<file path="src/rtl/dram_refresh_pkg.sv">
package dram_refresh_pkg;

    typedef enum logic [2:0] {
        ST_PAUSE    = 3'd0,
        ST_IDLE     = 3'd1,
        ST_SETUP    = 3'd2,
        ST_ACTIVE   = 3'd3,
        ST_PRECH    = 3'd4,
        ST_SR_SETUP = 3'd5,
        ST_SR_HOLD  = 3'd6,
        ST_SR_EXIT  = 3'd7
    } seq_state_e;

    function automatic int cdiv(input int num, input int den);
        return (num + den - 1) / den;
    endfunction

    function automatic int imax(input int a, input int b);
        return (a > b) ? a : b;
    endfunction

endpackage

</file>
<file path="src/rtl/refresh_interval_timer.sv">
module refresh_interval_timer #(
    parameter int LIMIT = 1562
) (
    input  logic clk,
    input  logic rst_n,
    input  logic en,
    output logic tick
);
    localparam int TW = $clog2(LIMIT < 2 ? 2 : LIMIT);
    localparam logic [TW-1:0] LAST = TW'(LIMIT - 1);

    logic [TW-1:0] cnt_d, cnt_q;

    always_comb begin
        tick  = en && (cnt_q == LAST);
        cnt_d = cnt_q;
        if (!en)       cnt_d = '0;
        else if (tick) cnt_d = '0;
        else           cnt_d = cnt_q + TW'(1);
    end

    always_ff @(posedge clk or negedge rst_n) begin
        if (!rst_n) cnt_q <= '0;
        else        cnt_q <= cnt_d;
    end
endmodule

</file>
<file path="src/rtl/refresh_debt_ctr.sv">
module refresh_debt_ctr #(
    parameter int W        = 4,
    parameter int INIT_VAL = 8,
    parameter int MAX_VAL  = 4
) (
    input  logic         clk,
    input  logic         rst_n,
    input  logic         load,
    input  logic         clr,
    input  logic         inc,
    input  logic         dec,
    output logic [W-1:0] count
);
    logic [W-1:0] cnt_d, cnt_q;

    always_comb begin
        cnt_d = cnt_q;
        if (clr)
            cnt_d = '0;
        else if (load)
            cnt_d = W'(INIT_VAL);
        else if (dec && !inc)
            cnt_d = cnt_q - W'(1);
        else if (inc && !dec && (cnt_q < W'(MAX_VAL)))
            cnt_d = cnt_q + W'(1);
    end

    always_ff @(posedge clk or negedge rst_n) begin
        if (!rst_n) cnt_q <= '0;
        else        cnt_q <= cnt_d;
    end

    assign count = cnt_q;
endmodule

</file>
<file path="src/rtl/dram_refresh_seq.sv">
module dram_refresh_seq
    import dram_refresh_pkg::*;
#(
    parameter int CLK_PERIOD_NS = 10,
    parameter int REFRESH_ROWS  = 4096,
    parameter int RETENTION_US  = 64000,
    parameter int INIT_PAUSE_NS = 200000,
    parameter int INIT_CYCLES   = 8,
    parameter int MAX_PENDING   = 4,
    parameter int SREF_MIN_NS   = 100000,
    parameter int T_CSR_NS      = 10,
    parameter int T_RAS_NS      = 60,
    parameter int T_RP_NS       = 40,
    parameter int T_RC_NS       = 110,
    parameter int T_RPS_NS      = 110
) (
    input  logic clk,
    input  logic rst_n,
    input  logic grant_i,
    input  logic sref_i,
    output logic ref_req_o,
    output logic busy_o,
    output logic init_done_o,
    output logic ras_n_o,
    output logic cas_n_o,
    output logic we_n_o
);
    localparam int CSR_CYC     = imax(1, cdiv(T_CSR_NS, CLK_PERIOD_NS));
    localparam int RAS_CYC     = imax(1, cdiv(T_RAS_NS, CLK_PERIOD_NS));
    localparam int RP_CYC      = imax(imax(1, cdiv(T_RP_NS, CLK_PERIOD_NS)),
                                      cdiv(T_RC_NS, CLK_PERIOD_NS) - RAS_CYC - CSR_CYC);
    localparam int REF_CYC     = imax(2, (RETENTION_US * 1000 / REFRESH_ROWS) / CLK_PERIOD_NS);
    localparam int PAUSE_CYC   = imax(1, cdiv(INIT_PAUSE_NS, CLK_PERIOD_NS));
    localparam int SR_MIN_CYC  = imax(1, cdiv(SREF_MIN_NS, CLK_PERIOD_NS));
    localparam int SR_EXIT_CYC = imax(1, cdiv(T_RPS_NS, CLK_PERIOD_NS));
    localparam int SEQ_MAX     = imax(imax(PAUSE_CYC, SR_MIN_CYC),
                                      imax(imax(CSR_CYC, RAS_CYC), imax(RP_CYC, SR_EXIT_CYC)));
    localparam int SEQ_W       = $clog2(SEQ_MAX + 1);
    localparam int DEBT_W      = $clog2(imax(INIT_CYCLES, MAX_PENDING) + 1);

    localparam logic [SEQ_W-1:0] PAUSE_LAST = SEQ_W'(PAUSE_CYC - 1);
    localparam logic [SEQ_W-1:0] CSR_LAST   = SEQ_W'(CSR_CYC - 1);
    localparam logic [SEQ_W-1:0] RAS_LAST   = SEQ_W'(RAS_CYC - 1);
    localparam logic [SEQ_W-1:0] RP_LAST    = SEQ_W'(RP_CYC - 1);
    localparam logic [SEQ_W-1:0] SRMIN_LAST = SEQ_W'(SR_MIN_CYC - 1);
    localparam logic [SEQ_W-1:0] SREX_LAST  = SEQ_W'(SR_EXIT_CYC - 1);

    typedef struct packed {
        seq_state_e       state;
        logic [SEQ_W-1:0] seq;
        logic             init_done;
    } ctl_t;

    ctl_t ctl_d, ctl_q;

    logic              tick;
    logic              tmr_en;
    logic              debt_load, debt_clr, debt_dec;
    logic [DEBT_W-1:0] debt;
    logic              in_sr;

    assign in_sr  = (ctl_q.state == ST_SR_SETUP) || (ctl_q.state == ST_SR_HOLD) ||
                    (ctl_q.state == ST_SR_EXIT);
    assign tmr_en = ctl_q.init_done && !in_sr;

    refresh_interval_timer #(.LIMIT(REF_CYC)) timer_i (
        .clk   (clk),
        .rst_n (rst_n),
        .en    (tmr_en),
        .tick  (tick)
    );

    refresh_debt_ctr #(
        .W        (DEBT_W),
        .INIT_VAL (INIT_CYCLES),
        .MAX_VAL  (MAX_PENDING)
    ) debt_i (
        .clk   (clk),
        .rst_n (rst_n),
        .load  (debt_load),
        .clr   (debt_clr),
        .inc   (tick),
        .dec   (debt_dec),
        .count (debt)
    );

    always_comb begin
        ctl_d     = ctl_q;
        debt_load = 1'b0;
        debt_clr  = 1'b0;
        debt_dec  = 1'b0;
        unique case (ctl_q.state)
            ST_PAUSE: begin
                if (ctl_q.seq == PAUSE_LAST) begin
                    ctl_d.state = ST_SETUP;
                    ctl_d.seq   = '0;
                    debt_load   = 1'b1;
                end else begin
                    ctl_d.seq = ctl_q.seq + SEQ_W'(1);
                end
            end
            ST_IDLE: begin
                ctl_d.seq = '0;
                if (grant_i && sref_i) begin
                    ctl_d.state = ST_SR_SETUP;
                    debt_clr    = 1'b1;
                end else if (grant_i && (debt != '0)) begin
                    ctl_d.state = ST_SETUP;
                end
            end
            ST_SETUP: begin
                if (ctl_q.seq == CSR_LAST) begin
                    ctl_d.state = ST_ACTIVE;
                    ctl_d.seq   = '0;
                end else begin
                    ctl_d.seq = ctl_q.seq + SEQ_W'(1);
                end
            end
            ST_ACTIVE: begin
                if (ctl_q.seq == RAS_LAST) begin
                    ctl_d.state = ST_PRECH;
                    ctl_d.seq   = '0;
                end else begin
                    ctl_d.seq = ctl_q.seq + SEQ_W'(1);
                end
            end
            ST_PRECH: begin
                if (ctl_q.seq == RP_LAST) begin
                    debt_dec  = 1'b1;
                    ctl_d.seq = '0;
                    if ((debt > DEBT_W'(1)) || tick) begin
                        ctl_d.state = ST_SETUP;
                    end else begin
                        ctl_d.state     = ST_IDLE;
                        ctl_d.init_done = 1'b1;
                    end
                end else begin
                    ctl_d.seq = ctl_q.seq + SEQ_W'(1);
                end
            end
            ST_SR_SETUP: begin
                if (ctl_q.seq == CSR_LAST) begin
                    ctl_d.state = ST_SR_HOLD;
                    ctl_d.seq   = '0;
                end else begin
                    ctl_d.seq = ctl_q.seq + SEQ_W'(1);
                end
            end
            ST_SR_HOLD: begin
                if (ctl_q.seq >= SRMIN_LAST) begin
                    if (!sref_i) begin
                        ctl_d.state = ST_SR_EXIT;
                        ctl_d.seq   = '0;
                    end
                end else begin
                    ctl_d.seq = ctl_q.seq + SEQ_W'(1);
                end
            end
            ST_SR_EXIT: begin
                if (ctl_q.seq == SREX_LAST) begin
                    ctl_d.state = ST_IDLE;
                    ctl_d.seq   = '0;
                end else begin
                    ctl_d.seq = ctl_q.seq + SEQ_W'(1);
                end
            end
            default: ctl_d.state = ST_IDLE;
        endcase
    end

    always_ff @(posedge clk or negedge rst_n) begin
        if (!rst_n) begin
            ctl_q.state     <= ST_PAUSE;
            ctl_q.seq       <= '0;
            ctl_q.init_done <= 1'b0;
        end else begin
            ctl_q <= ctl_d;
        end
    end

    assign ras_n_o     = !((ctl_q.state == ST_ACTIVE) || (ctl_q.state == ST_SR_HOLD));
    assign cas_n_o     = !((ctl_q.state == ST_SETUP) || (ctl_q.state == ST_ACTIVE) ||
                           (ctl_q.state == ST_SR_SETUP) || (ctl_q.state == ST_SR_HOLD));
    assign we_n_o      = 1'b1;
    assign busy_o      = (ctl_q.state != ST_IDLE) && (ctl_q.state != ST_PAUSE);
    assign ref_req_o   = (ctl_q.state == ST_IDLE) && (debt != '0);
    assign init_done_o = ctl_q.init_done;

endmodule

</file>
<file path="config.mk">
export PLATFORM = sky130hd
export DESIGN_NAME = dram_refresh_seq
export DESIGN_NICKNAME = d
export VERILOG_FILES = /design/src/rtl/dram_refresh_pkg.sv /design/src/rtl/refresh_interval_timer.sv /design/src/rtl/refresh_debt_ctr.sv /design/src/rtl/dram_refresh_seq.sv
export SDC_FILE = /design/constraint.sdc
export NUM_CORES = 1
export LEC_CHECK = 0
export BUFFER_PORTS_ARGS = -buffer_cell sky130_fd_sc_hd__buf_2
export CAP_MARGIN = 5
export CORE_ASPECT_RATIO = 1.1
export CORE_UTILIZATION = 55
export CTS_BUF_LIST = sky130_fd_sc_hd__clkbuf_2
export CTS_CLUSTER_SIZE = 25
export DETAILED_ROUTE_END_ITERATION = 16
export GPL_TIMING_DRIVEN = 0
export PLACE_DENSITY = 0.79
export SYNTH_ARGS = -nofsm -noshare
export SYNTH_HDL_FRONTEND = slang
export SYNTH_HIERARCHICAL = 1
export SYNTH_SLANG_ARGS = --single-unit
</file>
<file path="constraint.sdc">
create_clock -name clk -period 2.8 [get_ports clk]
set_input_delay 0.14 -clock clk [delete_from_list [all_inputs] [get_ports clk]]
set_output_delay 0.14 -clock clk [all_outputs]
set_load 0.05 [all_outputs]
</file>
# [After elaboration in Yosys (flattened, before gate mapping)]
# Cells that the tools add are included.
[word_totals] register_bits=34 inputBits=4 out_inout_bits=6 word_cells=94
[op_classes] add_sub_neg=4 order_cmp=3 eq_ne=23 mux=30 bitwise_logic=1 reduce_logical=28
[op_table] cell="case mux 18 bit (8 select lines)" n=1
[op_table] cell="two-way mux 15 bit" n=6
[op_table] cell="two-way mux 3 bit" n=9
[op_table] cell="two-way mux 11 bit" n=2
[op_table] cell="two-way mux 18 bit" n=1
[op_table] cell="two-way mux 4 bit" n=4
[op_table] cell="adder 15 x 1 -> 15 bit (second input constant)" n=1
[op_table] cell="equality test 15 bit (second input constant)" n=1
[op_table] cell="equality test 15 x 2 -> 1 bit (second input constant)" n=1
[op_table] cell="equality test 15 x 3 -> 1 bit (second input constant)" n=1
[op_table] cell="equality test 15 x 4 -> 1 bit (second input constant)" n=1
[op_table] cell=">= comparator 15 x 14 -> 1 bit (second input constant)" n=1
[op_table] cell="logical NOT 15 bit" n=1
[op_table] cell="equality test 3 bit (second input constant)" n=4
[op_table] cell="adder 11 x 1 -> 11 bit (second input constant)" n=1
[op_table] cell="equality test 11 bit (second input constant)" n=1
[op_table] cell="!= test 2 bit (second input constant)" n=5
[op_table] cell="logical AND 1 bit" n=9
[op_table] cell="AND reduction 9 bit" n=1
[op_table] cell="nonzero test 4 bit" n=2
[op_table] cell="logical OR 1 bit" n=7
[op_table] cell="equality test 3 x 2 -> 1 bit (second input constant)" n=2
[op_table] cell="two-way mux 1 bit" n=6
[op_table] cell="!= test 2 x 1 -> 1 bit (second input constant)" n=3
[op_table] cell="other kinds (13)" n=18

# [Depth between registers and ports, before layout]
[depth] depth_word=12 depth_mapped=13 ltp_nobuf=10

# [By module]
# Netlist, hierarchy kept.
[modules_own_cells] mod="dram_refresh_seq" n_inst=1 cells_each=198 area_per_inst_um2=1546.5 seq_area_each_um2=475.5
[modules_own_cells] mod="refresh_interval_timer" n_inst=1 cells_each=55 area_per_inst_um2=576.8 seq_area_each_um2=275.3
[modules_own_cells] mod="refresh_debt_ctr" n_inst=1 cells_each=27 area_per_inst_um2=289.0 seq_area_each_um2=100.1

# [Least setup slack after synthesis]
# OpenSTA, ideal clock, no wires.
[synth_timing] path_type="reg2reg" from="register ctl_q[16] in the netlist's numbering" to="register debt_i.cnt_q[3], in the netlist debt_i/count[3]" setup_ns=0.082 t_arrival_ns=3.025 required_ns=2.718 path_slack_ns=-0.307 path_stages_with_launch=14 n_path_buf=3 synth_period_minus_slack_ns=3.107 cell_sequence="dfrtp_1 clkbuf_1 clkbuf_1 o21ai_0 and2_1 nand4bb_1 nor4_1 and2b_2 buf_4 ha_1 o21a_1 o21a_1 or4_1 a31oi_1"
[synth_between] elab_chain_cells=11 word_cells_on_any_way=23 cone_classes="eq/ne (5); mux (6); reduce/logical (12)"
[synth_rtl] element="start, declared" line_no="dram_refresh_seq.sv:54" text="ctl_t ctl_d, ctl_q;"
[synth_rtl] element="start signal, assigned" line_no="dram_refresh_seq.sv:177" text="ctl_q <= ctl_d;"
[synth_rtl] element="equality test 3 bit" line_no="dram_refresh_seq.sv:62" text="assign in_sr = (ctl_q.state == ST_SR_SETUP) || (ctl_q.state == ST_SR_HOLD) ||"
[synth_rtl] element="logical OR 1 bit" line_no="dram_refresh_seq.sv:62"
[synth_rtl] element="logical OR 1 bit *" line_no="dram_refresh_seq.sv:62"
[synth_rtl] element="logical NOT 1 bit *" line_no="dram_refresh_seq.sv:64" text="assign tmr_en = ctl_q.init_done && !in_sr;"
[synth_rtl] element="logical AND 1 bit *" line_no="dram_refresh_seq.sv:64"
[synth_rtl] element="net tmr_en" line_no="dram_refresh_seq.sv:57" text="logic tmr_en;"
[synth_rtl] element="logical AND 1 bit *" line_no="refresh_interval_timer.sv:15" text="tick = en && (cnt_q == LAST);"
[synth_rtl] element="net tick" line_no="dram_refresh_seq.sv:56" text="logic tick;"
[synth_rtl] element="logical NOT 1 bit" line_no="refresh_debt_ctr.sv:22" text="else if (dec && !inc)"
[synth_rtl] element="logical AND 1 bit" line_no="refresh_debt_ctr.sv:22"
[synth_rtl] element="two-way mux 4 bit" line_no="refresh_debt_ctr.sv:22"
[synth_rtl] element="two-way mux 4 bit" line_no="refresh_debt_ctr.sv:20" text="else if (load)"
[synth_rtl] element="two-way mux 4 bit" line_no="refresh_debt_ctr.sv:18" text="if (clr)"
[synth_rtl] element="end signal, assigned" line_no="refresh_debt_ctr.sv:30" text="else cnt_q <= cnt_d;"
[synth_rtl] element="end, declared" line_no="refresh_debt_ctr.sv:14" text="logic [W-1:0] cnt_d, cnt_q;"
# Mark *: on every way through the listed nets, which the timed path passes. The rest lies on a longest branch.
# A chain may end at the register's enable or synchronous reset.

# [Worst setup path after layout]
[layout_timing] from="register ctl_q[13] in the netlist's numbering" to="register debt_i.cnt_q[3], in the netlist debt_i/count[3]"
[layout_between] elab_chain_cells=7 word_cells_on_any_way=14 cone_classes="eq/ne (2); mux (7); reduce/logical (5)"
[layout_rtl] element="equality test 15 x 2 -> 1 bit *" line_no="dram_refresh_seq.sv:128" text="if (ctl_q.seq == RP_LAST) begin"
[layout_rtl] element="two-way mux 1 bit *" line_no="dram_refresh_seq.sv:128"
[layout_rtl] element="two-way mux 1 bit *" line_no="dram_refresh_seq.sv:92" text="unique case (ctl_q.state)"
[layout_rtl] element="net debt_dec" line_no="dram_refresh_seq.sv:58" text="logic debt_load, debt_clr, debt_dec;"
[layout_rtl] element="logical AND 1 bit / logical NOT 1 bit (equally long branches)" line_no="refresh_debt_ctr.sv:22, refresh_debt_ctr.sv:24"
[layout_rtl] element="two-way mux 4 bit / logical AND 1 bit (equally long branches)" line_no="refresh_debt_ctr.sv:22, refresh_debt_ctr.sv:24"
[layout_rtl] element="two-way mux 4 bit / logical AND 1 bit (equally long branches)" line_no="refresh_debt_ctr.sv:20, refresh_debt_ctr.sv:24"
[layout_rtl] element="two-way mux 4 bit / nonzero test 4 bit (equally long branches)"
# Marked as above.

==> flow_summary.json <==
{
  "status": "finished clean",
  "fp-row-count": 24,
  "ant_nets": 0,
  "htree_levels": 2,
  "synthCells": 280,
  "r2r_start": "ctl_q[13]",
  "dieWidth_um": 65.1,
  "syn_area_per_cell_um2": 8.62,
  "hold_ws_ns": 0.0115,
  "drive_gt1_frac": 0.221,
  "synth_async_sr_flop_share": 1.00,
  "reg2reg_to": "debt_i/count[3]",
  "ys_warn_count": 6,
  "viasPerCell": 6.09,
  "finalHoldViolCount": 0,
  "die_height_um": 71.5,
  "hp-class": "in2reg",
  "drt_iter0_markers": 157,
  "ys.flop_type": "dfrtp_1",
  "fin_crit_sh": 0.960,
  "hold_depth": 3,
  "initial_utilization": 0.591,
  "coreArea_mm2": 0.00408,
  "synth_edf_count": 0,
  "ys_seq_elements": 34,
  "worst_path_most_repeated_cell": "o21a_1",
  "syn-num-nets": 292,
  "rrSetupSlack_ns": 0.11,
  "antenna_found_initial": 0,
  "fin_util": 0.680,
  "crit_arrival_ns": 3.05,
  "p_total_uw": 963,
  "final_cells": 360,
  "endpoint_kind": "register",
  "path_cells": "nor4_4 > nand4_1 > nor3_4 > and2b_2 > buf_4 > ha_4 > o21a_1 > o21a_1 > or4_1 > a31oi_1",
  "cts_buffers": 5,
  "gp_congestion": 0.877,
  "hpwl_mm": 3.75,
  "power_density_mw_per_mm2": 347,
  "worstSkewPairLatency_ns": 0.42,
  "fill_cells": 333,
  "max_freq_ghz": 0.372,
  "p_leak_uw": 0.00115,
  "required_ns": 3.16,
  "maxSlewViolCount": 0,
  "ir_drop_uv": 288,
  "drt-wirelength-per-cell_um": 15.7,
  "cts.clk_slew.worst_paths_ns": 0.21,
  "startpoint_type": "register",
  "critPathMaxFanout": 6,
  "firstDrtPassIters": 5,
  "grt_pass1_wl_mm": 9.36,
  "sw_frac_of_total": 0.225,
  "cp_num_buf_inv": 1,
  "critPathMaxStageDelay_ns": 0.50,
  "setup_ws_ns": 0.112,
  "p_int_uw": 747,
  "root_buffer": "clkbuf_2",
  "r2r_cells": 10,
  "final_cell_mix": "34 x nand2_1, 26 x dfrtp_1, 25 x nor2_1, 21 x buf_4, 16 x o21ai_0",
  "cp_top_family": "simple AND/OR/NAND/NOR gates",
  "worst_path_max_delay_cell": "dfrtp_2",
  "dieArea_mm2": 0.00466,
  "diodes": 0,
  "worst_pin_slew_ns": 0.783,
  "pwr-share-seq": 0.519,
  "area_growth_pct": 15.1,
  "wl_mm": 5.65,
  "min_period_ns": 2.69,
  "synth_cell_types": 60,
  "syn_area_mm2": 0.00241,
  "crit_type": "reg2reg",
  "power_switching_uw": 216,
  "dp_slack_ns": -0.259,
  "relSlewSlack": 0.478,
  "yosysSeqAreaShare": 0.353,
  "grt.overflow.total": 0,
  "power_frac_clock": 0.450,
  "cts.path.max_buffers": 2,
  "ios": 10,
  "grt_pass1_vias": 2076,
  "clock-skew-final_ns": 0.0216,
  "layout_commonest_cell": "nand2_1",
  "portBuffers": 8,
  "grt_usage": 0.262,
  "cts_tree": "built",
  "maxCapViolCount": 0,
  "nets": 319,
  "hold_path_end": "ctl_q[18]",
  "vias": 2194,
  "hp-start": "grant_i",
  "dp_cells": 340,
  "comb_power_share": 0.031,
  "setup_viol": 0,
  "grt_max_degree": 35,
  "cts.sinks": 34,
  "drc": 0
}
worst max path at each step:
| stage | slack [ns] | cells past startpoint | from | end |
|---|---|---|---|---|
| after floorplan | 0.03 | 13 | ctl_q[16] | debt_i/count[3] |
| after global placement | -0.18 | 12 | ctl_q[17] | debt_i/count[3] |
| after detailed placement | -0.26 | 12 | ctl_q[17] | debt_i/count[3] |
| after CTS | 0.006 | 11 | ctl_q[18] | debt_i/count[3] |
| after global routing | -0.02 | 10 | ctl_q[13] | debt_i/count[3] |
| final | 0.11 | 10 | ctl_q[13] | debt_i/count[3] |
power by group through the flow:
stage	logic [uW]	clock network, uW	registers [uW]
floorplan	14.9	0	508
finish	30.0	433	500
CTS	30.5	435	500
detailed placement	29.3	0	509
global placement	28.4	0	509
global route	34.6	453	501
synth_stat cells (2+ instances only):
cell type | number | area share
o31ai_1 | 4 | 0.012
mux2i_1 | 3 | 0.012
a211oi_1 | 2 | 0.0062
nor2_1 | 25 | 0.039
o22ai_1 | 3 | 0.0078
and2_1 | 5 | 0.013
clkbuf_1 | 7 | 0.011
or4_1 | 6 | 0.019
buf_4 | 3 | 0.0093
a22oi_1 | 2 | 0.0062
or3_1 | 4 | 0.010
nand2b_1 | 3 | 0.0078
buf_6 | 2 | 0.0093
and4_1 | 4 | 0.015
inv_1 | 9 | 0.014
nand4_1 | 7 | 0.018
a31oi_1 | 2 | 0.0052
and3_1 | 3 | 0.0078
xor2_1 | 8 | 0.029
o211ai_1 | 6 | 0.019
nor4_4 | 3 | 0.026
nand2_1 | 34 | 0.053
dfrtp_1 | 34 | 0.35
nor4_1 | 4 | 0.010
nand3_1 | 10 | 0.021
xnor2_1 | 2 | 0.0073
buf_2 | 5 | 0.010
or2_2 | 2 | 0.0052
a21oi_1 | 11 | 0.023
ha_1 | 8 | 0.041
o21a_1 | 5 | 0.016
o21ai_0 | 17 | 0.035
nor3_1 | 10 | 0.021
repair_timing:
item,CTS,global route
hold buffers,1,0
setup endpoints to repair,2,1
resized for setup,6,6
pin swaps,6,4
hold endpoints to repair,34,0
buffers inserted,9,9
per-stage QoR:
step                TNS (ns)  cell area [um2]
finish                     0             2780
global route         -0.0161             2780
CTS                        0             2710
detailed placement    -0.273             2550
global placement      -0.175             2550
floorplan                  0             2440
logic make-up after synthesis:
| group | after synthesis | synth area share |
|---|---|---|
| and+or+nand+nor | 134 | 0.325 |
| adders and majority gates | 8 | 0.0415 |
| xor gates and xnor gates | 10 | 0.0363 |
| AOI/OAI and AO/OA | 64 | 0.177 |
| other | 1 | 0.00155 |
| muxes | 3 | 0.0124 |
| buffers and inverters | 26 | 0.0539 |
| DFF | 34 | 0.353 |
registers in the layout, summed over array words and instances (netlist names):
signal / flops
debt_i/count: 4
init_done_o: 1
timer_i/cnt_q: 11
ctl_q: 18
final cells by class:
class | count | area [um2] | area share
flip-flops and latches | 34 | 861 | 0.310
well taps | 52 | 65.1 | 0.0234
inverters | 9 | 33.8 | 0.0122
multi-input cells | 220 | 1470 | 0.529
clock inverters | 3 | 68.8 | 0.0248
repair buffers | 27 | 185 | 0.0667
plain buffers | 10 | 68.8 | 0.0248
clock buffers | 5 | 25.0 | 0.00901
layer usage:
layer / part of all wire / track usage / vias to the layer above
met5: 0 / 0 / -
met4: 0.024 / 0.114 / 0
li1: - / - / 1082
met2: 0.50 / 0.461 / 50
met1: 0.44 / 0.314 / 1048
met3: 0.032 / 0.0430 / 14
worst register-to-register path, cell delays in order, from the launching register on:
cell and delay (ns):
dfrtp_2 0.50, nor4_4 0.34, nand4_1 0.22, nor3_4 0.23, and2b_2 0.16, buf_4 0.15
ha_4 0.21, o21a_1 0.10, o21a_1 0.17, or4_1 0.41, a31oi_1 0.13
No activity file was read; power rests on OpenSTA's default activity.
